**src/rtl/mc_guard_pkg.sv**
```systemverilog
package mc_guard_pkg;
  typedef enum logic {
    ROLE_MASTER  = 1'b0,
    ROLE_CHECKER = 1'b1
  } role_e;
endpackage

```
**src/rtl/mc_role_latch.sv**
```systemverilog
module mc_role_latch
  import mc_guard_pkg::*;
(
  input  logic  clk_i,
  input  logic  rst_ni,
  input  logic  strap_i,
  output logic  locked_o,
  output role_e role_o
);
  logic  lock_q;
  role_e role_q;

  always_ff @(posedge clk_i or negedge rst_ni) begin
    if (!rst_ni) begin
      lock_q <= 1'b0;
      role_q <= ROLE_MASTER;
    end else if (!lock_q) begin
      lock_q <= 1'b1;
      role_q <= role_e'(strap_i);
    end
  end

  assign locked_o = lock_q;
  assign role_o   = role_q;

  assert_role_stable_R1: assert property (@(posedge clk_i) disable iff (!rst_ni)
    (lock_q && $past(lock_q)) |-> $stable(role_q));
  assert_lock_sticky_R1: assert property (@(posedge clk_i) disable iff (!rst_ni)
    lock_q |=> lock_q);
endmodule

```
**src/rtl/mc_out_gate.sv**
```systemverilog
module mc_out_gate
  import mc_guard_pkg::*;
#(
  parameter int W = 16
) (
  input  logic         clk_i,
  input  logic         rst_ni,
  input  logic         locked_i,
  input  role_e        role_i,
  input  logic [W-1:0] core_val_i,
  input  logic [W-1:0] core_oe_i,
  input  logic         tdo_core_i,
  output logic [W-1:0] pin_val_o,
  output logic [W-1:0] pin_oe_o,
  output logic         tdo_o,
  output logic         tdo_oe_o
);
  logic drive_en;
  assign drive_en = locked_i && (role_i == ROLE_MASTER);

  for (genvar b = 0; b < W; b++) begin : g_bit
    assign pin_val_o[b] = core_val_i[b];
    assign pin_oe_o[b]  = core_oe_i[b] & drive_en;
  end

  // test-data pad is exempt from checker tristate
  assign tdo_o    = tdo_core_i;
  assign tdo_oe_o = 1'b1;

  assert_quiet_before_lock_R2: assert property (@(posedge clk_i)
    !locked_i |-> (pin_oe_o == '0));
  assert_checker_no_drive_R4: assert property (@(posedge clk_i) disable iff (!rst_ni)
    (locked_i && role_i == ROLE_CHECKER) |-> (pin_oe_o == '0));
  assert_master_drive_R3: assert property (@(posedge clk_i) disable iff (!rst_ni)
    (locked_i && role_i == ROLE_MASTER) |-> (pin_oe_o == core_oe_i));
endmodule

```
**src/rtl/mc_cmp_pipe.sv**
```systemverilog
module mc_cmp_pipe #(
  parameter int W = 16
) (
  input  logic         clk_i,
  input  logic         rst_ni,
  input  logic         chk_en_i,
  input  logic [W-1:0] core_val_i,
  input  logic [W-1:0] core_oe_i,
  input  logic [W-1:0] pin_in_i,
  output logic         mis_o
);
  logic         chk_q;
  logic [W-1:0] val_q, oe_q, pin_q;
  logic [W-1:0] diff;
  logic         mis_q;

  // stage 1: capture both sides of the comparison
  always_ff @(posedge clk_i or negedge rst_ni) begin
    if (!rst_ni) begin
      chk_q <= 1'b0;
      val_q <= '0;
      oe_q  <= '0;
      pin_q <= '0;
    end else begin
      chk_q <= chk_en_i;
      val_q <= core_val_i;
      oe_q  <= core_oe_i;
      pin_q <= pin_in_i;
    end
  end

  assign diff = (val_q ^ pin_q) & oe_q;

  // stage 2: reduce
  always_ff @(posedge clk_i or negedge rst_ni) begin
    if (!rst_ni) mis_q <= 1'b0;
    else         mis_q <= chk_q && (|diff);
  end

  assign mis_o = mis_q;

  assert_no_mis_in_master_R3: assert property (@(posedge clk_i) disable iff (!rst_ni)
    !chk_q |=> !mis_q);
  assert_masked_bits_R6: assert property (@(posedge clk_i) disable iff (!rst_ni)
    (((val_q ^ pin_q) & oe_q) == '0) |=> !mis_q);
endmodule

```
**src/rtl/mc_err_ctl.sv**
```systemverilog
module mc_err_ctl (
  input  logic clk_i,
  input  logic rst_ni,
  input  logic mis_i,
  input  logic par_err_i,
  output logic err_no,
  output logic shutdown_o
);
  logic mis_err_q, par_pulse_q, sd_q;
  logic par_done;

  // only the first parity strobe per reset produces a pulse
  assign par_done = par_pulse_q | sd_q;

  always_ff @(posedge clk_i or negedge rst_ni) begin
    if (!rst_ni) begin
      mis_err_q   <= 1'b0;
      par_pulse_q <= 1'b0;
      sd_q        <= 1'b0;
    end else begin
      mis_err_q   <= mis_i;
      par_pulse_q <= par_err_i && !par_done;
      sd_q        <= sd_q | par_pulse_q;
    end
  end

  assign err_no     = ~(mis_err_q | par_pulse_q);
  assign shutdown_o = sd_q;

  assert_mis_err_R5: assert property (@(posedge clk_i) disable iff (!rst_ni)
    mis_i |=> !err_no);
  assert_par_sd_R7: assert property (@(posedge clk_i) disable iff (!rst_ni)
    par_pulse_q |=> shutdown_o);
  assert_par_one_clk_R7: assert property (@(posedge clk_i) disable iff (!rst_ni)
    par_pulse_q |=> !par_pulse_q);
  assert_sd_sticky_R8: assert property (@(posedge clk_i) disable iff (!rst_ni)
    shutdown_o |=> shutdown_o);
endmodule

```
**src/rtl/mc_guard.sv**
```systemverilog
module mc_guard
  import mc_guard_pkg::*;
#(
  parameter int W = 16
) (
  input  logic         clk_i,
  input  logic         rst_ni,
  input  logic         role_strap_i,
  input  logic [W-1:0] core_val_i,
  input  logic [W-1:0] core_oe_i,
  input  logic [W-1:0] pin_in_i,
  input  logic         tdo_core_i,
  input  logic         par_err_i,
  output logic [W-1:0] pin_val_o,
  output logic [W-1:0] pin_oe_o,
  output logic         tdo_o,
  output logic         tdo_oe_o,
  output logic         err_no,
  output logic         shutdown_o
);
  logic  locked;
  role_e role;
  logic  chk_en;
  logic  mis;

  mc_role_latch u_role (
    .clk_i   (clk_i),
    .rst_ni  (rst_ni),
    .strap_i (role_strap_i),
    .locked_o(locked),
    .role_o  (role)
  );

  mc_out_gate #(.W(W)) u_gate (
    .clk_i     (clk_i),
    .rst_ni    (rst_ni),
    .locked_i  (locked),
    .role_i    (role),
    .core_val_i(core_val_i),
    .core_oe_i (core_oe_i),
    .tdo_core_i(tdo_core_i),
    .pin_val_o (pin_val_o),
    .pin_oe_o  (pin_oe_o),
    .tdo_o     (tdo_o),
    .tdo_oe_o  (tdo_oe_o)
  );

  assign chk_en = locked && (role == ROLE_CHECKER);

  mc_cmp_pipe #(.W(W)) u_cmp (
    .clk_i     (clk_i),
    .rst_ni    (rst_ni),
    .chk_en_i  (chk_en),
    .core_val_i(core_val_i),
    .core_oe_i (core_oe_i),
    .pin_in_i  (pin_in_i),
    .mis_o     (mis)
  );

  mc_err_ctl u_err (
    .clk_i     (clk_i),
    .rst_ni    (rst_ni),
    .mis_i     (mis),
    .par_err_i (par_err_i),
    .err_no    (err_no),
    .shutdown_o(shutdown_o)
  );

  assert_tdo_driven_R4: assert property (@(posedge clk_i) disable iff (!rst_ni)
    tdo_oe_o && (tdo_o == tdo_core_i));
  assert_err_idle_reset_R2: assert property (@(posedge clk_i)
    !locked |-> (err_no && !shutdown_o));
endmodule

```
**config.mk**
```make
export PLATFORM = sky130hd
export DESIGN_NAME = mc_guard
export DESIGN_NICKNAME = d
export VERILOG_FILES = /design/src/rtl/mc_guard_pkg.sv /design/src/rtl/mc_role_latch.sv /design/src/rtl/mc_out_gate.sv /design/src/rtl/mc_cmp_pipe.sv /design/src/rtl/mc_err_ctl.sv /design/src/rtl/mc_guard.sv
export SDC_FILE = /design/constraint.sdc
export NUM_CORES = 1
export LEC_CHECK = 0
export ABC_AREA = 1
export ABC_CLOCK_PERIOD_IN_PS = 2100
export BUFFER_PORTS_ARGS = -buffer_cell sky130_fd_sc_hd__buf_2
export CORE_MARGIN = 5
export CORE_UTILIZATION = 45
export CTS_BUF_LIST = sky130_fd_sc_hd__clkbuf_4 sky130_fd_sc_hd__clkbuf_8
export DETAILED_ROUTE_END_ITERATION = 8
export PLACE_DENSITY = 0.87
export SETUP_SLACK_MARGIN = 0.5
export SYNTH_ARGS = -nofsm -noshare
export SYNTH_HDL_FRONTEND = slang
export SYNTH_HIERARCHICAL = 1
export SYNTH_SLANG_ARGS = --single-unit
export TNS_END_PERCENT = 10
```
**constraint.sdc**
```tcl
create_clock -name clk_i -period 2.1 [get_ports clk_i]
set_clock_uncertainty 0.2 [all_clocks]
set_input_delay 0.105 -clock clk_i [delete_from_list [all_inputs] [get_ports clk_i]]
set_output_delay 0.105 -clock clk_i [all_outputs]
set_load 0.01 [all_outputs]
```
**After elaboration in Yosys (flattened, before gate mapping)**

Cells that the tools add are included.

- Register bits after elaboration: 55
- Input port bits: 53
- Logic and storage cells: 38

- Bitwise logic cells: 22
- Reductions and logical operators: 6

Operators with widths:

| cell | count |
|---|---|
| $and A1 B1 Y1 | 16 |
| $and A16 B16 Y16 | 1 |
| $reduce_or A16 Y1 | 1 |
| $xor A16 B16 Y16 | 1 |
| $logic_and A1 B1 Y1 | 4 |
| $not A1 Y1 | 2 |
| $or A1 B1 Y1 | 2 |
| $logic_not A1 Y1 | 1 |

**Depth between registers and ports, before layout**

- Word-level depth: 4
- Gate-level depth with buffers: 8

**Modules after synthesis**

The synthesis kept the hierarchy.

Modules (own cells, without submodules):

| module | times used | cells each | area an instance (um^2) | seq. area each (um^2) |
|---|---|---|---|---|
| mc_cmp_pipe | 1 | 145 | 1,632.8 | 1,251.2 |
| mc_out_gate | 1 | 54 | 315.3 | 0.0 |
| mc_err_ctl | 1 | 9 | 102.6 | 75.1 |
| mc_role_latch | 1 | 7 | 68.8 | 50.0 |
| mc_guard | 1 | 2 | 7.5 | 0.0 |

**Worst setup path before layout**

OpenSTA, ideal clock, no wires.

- Kind: reg2reg
- Start: register u_cmp.val_q[10]
- End: register u_cmp.mis_q, in the netlist u_cmp/mis_o
- Arrival: 0.800 ns
- Slack: 0.985 ns
- Cell stages (with the launch flop): 9
- Buffers on the path: 0
- Clock period less this slack: 1.115 ns
- Path through: dfrtp_1 inv_1 nand2_1 nand3_1 nand2_1 nor2_1 nand2_1 nor2_1 nor2_1

- Cells in the longest elaborated chain, start to end: 4

RTL lines:

| item | line | RTL |
|---|---|---|
| start, declared | mc_cmp_pipe.sv:13 | `logic [W-1:0] val_q, oe_q, pin_q;` |
| start signal, assigned | mc_cmp_pipe.sv:26 | `val_q <= core_val_i;` |
| $xor A16 B16 Y16 | mc_cmp_pipe.sv:32 | `assign diff = (val_q ^ pin_q) & oe_q;` |
| $and A16 B16 Y16 | mc_cmp_pipe.sv:32 |  |
| $reduce_or A16 Y1 | mc_cmp_pipe.sv:37 | `else mis_q <= chk_q && (\|diff);` |
| $logic_and A1 B1 Y1 | mc_cmp_pipe.sv:37 |  |
| end signal, assigned | mc_cmp_pipe.sv:37 |  |
| end, declared | mc_cmp_pipe.sv:15 | `logic mis_q;` |

Every way passes these cells.
A chain may end at the register's enable or synchronous reset.

**Worst setup path after layout**

- Start: register u_role.role_q, in the netlist u_role/role_o
- End: output pin_oe_o[3]

- Cells in the longest elaborated chain, start to end: 3

RTL lines:

| item | line | RTL |
|---|---|---|
| start, declared | mc_role_latch.sv:11 | `role_e role_q;` |
| start signal, assigned | mc_role_latch.sv:19 | `role_q <= role_e'(strap_i);` |
| $not A1 Y1 | mc_out_gate.sv:19 | `assign drive_en = locked_i && (role_i == ROLE_MASTER);` |
| $logic_and A1 B1 Y1 | mc_out_gate.sv:19 |  |
| $and A1 B1 Y1 | mc_out_gate.sv:23 | `assign pin_oe_o[b] = core_oe_i[b] & drive_en;` |
| end, declared | mc_guard.sv:15 | `output logic [W-1:0] pin_oe_o,` |

Every way passes these cells.

==> results.sh <==
export IMPL_place_ws_ps=833
export IMPL_clk_latency_ps=290
export IMPL_htreeDepth=2
export IMPL_mostFrequentLayoutCell="buf_2"
export IMPL_cap_violations=0
export IMPL_placementRows=25
export IMPL_coreArea_um2=4660
export IMPL_ff2ff_path_depth=8
export IMPL_ys_top_cells_by_area="dfrtp_1 (65%), inv_1 (9.4%), nand2_1 (7.9%)"
export IMPL_dp_hpwl_um=2820
export IMPL_yosys_area_top_type="dfrtp_1"
export IMPL_reg2reg_from="u_cmp/val_q[10]"
export IMPL_syn_nets=270
export IMPL_cts_buffers=5
export IMPL_cts_sinks=55
export IMPL_finalSetupViolations=0
export IMPL_final_layout_size_suffix_gt1_share_pct=32.1
export IMPL_hold_start="tdo_core_i"
export IMPL_post_drt_wl_per_cell_um=11.4
export IMPL_synth_seq_cells=55
export IMPL_rrSetupSlack_ps=850
export IMPL_portBuffers=85
export IMPL_pwr_density_cell_nw_per_um2=659
export IMPL_layout_nets=395
export IMPL_crit_chain="inv_2, nand2_8, nor2_1, buf_2"
export IMPL_crit_type="flop to primary output"
export IMPL_yosysSeqAreaShare_pct=64.7
export IMPL_initial_utilization_pct=45.6
export IMPL_clockBufferDepth=2
export IMPL_drc_errors=0
export IMPL_overflow=0
export IMPL_timing_rr_end="u_cmp/mis_o"
export IMPL_cp_slowest_cell="dfrtp_1"
export IMPL_num_fill_cells=357
export IMPL_worst_ep_required_time_ps=1790
export IMPL_cp_end_kind="primary output"
export IMPL_area_growth_pct=46.0
export IMPL_max_freq_mhz=657
export IMPL_routed_wl_um=4520
export IMPL_peakVddDrop_v=0.000432
export IMPL_grtUsageTotal_pct=15.8
export IMPL_leakage_nw=1.76
export IMPL_start_kind="flop"
export IMPL_period_share_pct=72.5
export IMPL_hold_violations=0
export IMPL_cp_max_fo=16
export IMPL_layout_common_cells="buf_2 (85), dfrtp_1 (54), inv_1 (52), dlygate4sd3_1 (51), nand2_1 (45)"
export IMPL_hp_class="input pin to primary output"
export IMPL_path_clk_slew_ps=80
export IMPL_ant_nets=0
export IMPL_io_pins=89
export IMPL_worst_pin_slew_ps=668
export IMPL_min_period_ps=1520
export IMPL_hold_depth=0
export IMPL_synth_top_cell_area_share_pct=64.7
export IMPL_synth_area_um2=2130
export IMPL_n_antenna_cell=0
export IMPL_drt_first_pass_iters=2
export IMPL_grt_pass1_wl_um=7620
export IMPL_relSlewSlack_pct=55.5
export IMPL_grt_max_degree=56
export IMPL_drtIter0Drc=38
export IMPL_avgViaCountPerCell=4.15
export IMPL_vias=1649
export IMPL_max_stage_delay_ps=410
export IMPL_postCtsSetupRepairBufs=0
export IMPL_outcome="completed"
export IMPL_setup_tns_ps=0
export IMPL_setup_slack_ps=578
export IMPL_cts_tree="done"
export IMPL_min_to="tdo_o"
export IMPL_die_h_um=78.8
export IMPL_ys_warn_count=6
export IMPL_die_area_um2=6200
export IMPL_drv_slew=0
export IMPL_clockRootBuffer="clkbuf_8"
export IMPL_grt_setup_unrepaired="yes"
export IMPL_syn_avg_cell_area_um2=9.80
export IMPL_die_width_um=78.8
export IMPL_gp_congestion=0.681
export IMPL_cp_arrival_ps=1220
export IMPL_synthCells=217
export IMPL_grt_antenna_before_repair=0
export IMPL_synth_cell_types=14
export IMPL_grt_pass1_vias=1759
## layout make-up
| type | instances | area, um^2 | area share (%) |
|---|---|---|---|
| multi-input cells | 90 | 414 | 13.3 |
| inverters | 53 | 199 | 6.41 |
| flip-flops and latches | 55 | 1380 | 44.4 |
| clock buffers | 8 | 104 | 3.34 |
| well taps | 54 | 67.6 | 2.18 |
| repair buffers | 137 | 943 | 30.4 |
## registers in the layout, summed over array words and instances, names as in the netlist
name               flops
u_cmp/val_q           16
u_cmp/mis_o            1
u_err/par_pulse_q      1
u_cmp/pin_q           16
u_err/shutdown_o       1
u_err/mis_err_q        1
u_cmp/oe_q            16
u_cmp/chk_q            1
u_role/role_o          1
u_role/locked_o        1
## cell families (layout without fill, tap and decap cells)
kind of cell    after synthesis  in the layout  synth area share, %
flops                        55             55                 64.7
buf+inv                      72            198                 16.2
compound gates                1              1                0.235
simple gates                 87             87                 18.5
other cells                   2              2                0.353
## worst max path at each step
stage	from	endpoint	slack, ps	depth (start not counted)
5_1_grt	u_role/role_o	pin_oe_o[3]	480	4
4_1_cts	u_role/role_o	pin_oe_o[10]	510	4
3_5_place_dp	u_cmp/val_q[10]	u_cmp/mis_o	830	8
2_1_floorplan	u_cmp/val_q[10]	u_cmp/mis_o	980	8
3_3_place_gp	u_cmp/val_q[10]	u_cmp/mis_o	840	8
6_report	u_role/role_o	pin_oe_o[3]	580	4
## layer usage
| metal | vias to the layer above | GRT usage (%) | routed length (um) | share of wire (%) |
|---|---|---|---|---|
| met5 | - | 0 | 0 | 0 |
| met4 | 0 | 4.20 | 36 | 0.80 |
| met3 | 2 | 3.63 | 216 | 4.8 |
| met2 | 43 | 31.2 | 2610 | 58 |
| met1 | 757 | 16.6 | 1650 | 37 |
| li1 | 847 | - | - | - |
## what timing repair did
item / 4_1_cts / 5_1_grt
hold endpoints to repair: 105 / 0
gates resized for setup: 0 / 3
setup endpoints to repair: 0 / 16
hold buffers: 51 / 0
## stage by stage
| step | hold slack, ps | utilization (%) | power, mW | instances | area (um^2) |
|---|---|---|---|---|---|
| finish | 10.1 | 66.6 | 2.05 | 397 | 3110 |
| global route | 10.1 | 66.6 | 2.16 | 397 | 3110 |
| CTS | 10.2 | 66.4 | 2.07 | 397 | 3100 |
| detailed placement | 10.2 | 53.2 | 1.38 | 338 | 2480 |
| global placement | 10.2 | 53.2 | 1.37 | 338 | 2480 |
| floorplan | -391 | - | 1.28 | 217 | 2130 |
## synthesized netlist by cell type
| master | instances |
|---|---|
| nand2_1 | 45 |
| o21ai_1 | 1 |
| nand2_2 | 1 |
| nor2_1 | 14 |
| inv_1 | 53 |
| nand3_2 | 1 |
| buf_4 | 18 |
| nand2_4 | 1 |
| nand3_1 | 14 |
| dfrtp_1 | 55 |
| conb_1 | 2 |
| nor2_2 | 10 |
| buf_6 | 1 |
| nor2_4 | 1 |
## critical path, delay by kind of cell, from the launching register on
kind	cells	cell delay [ps]
buf+inv	2	250
flops	1	410
simple gates	2	280
## where the power goes
part | internal (mW) | leakage, nW | switching (mW)
combinational | 0.156 | 1.06 | 0.142
clock | 0.314 | 0.0549 | 0.294
sequential | 1.11 | 0.645 | 0.0261
Note: power is estimated with default switching activity, not from simulation.
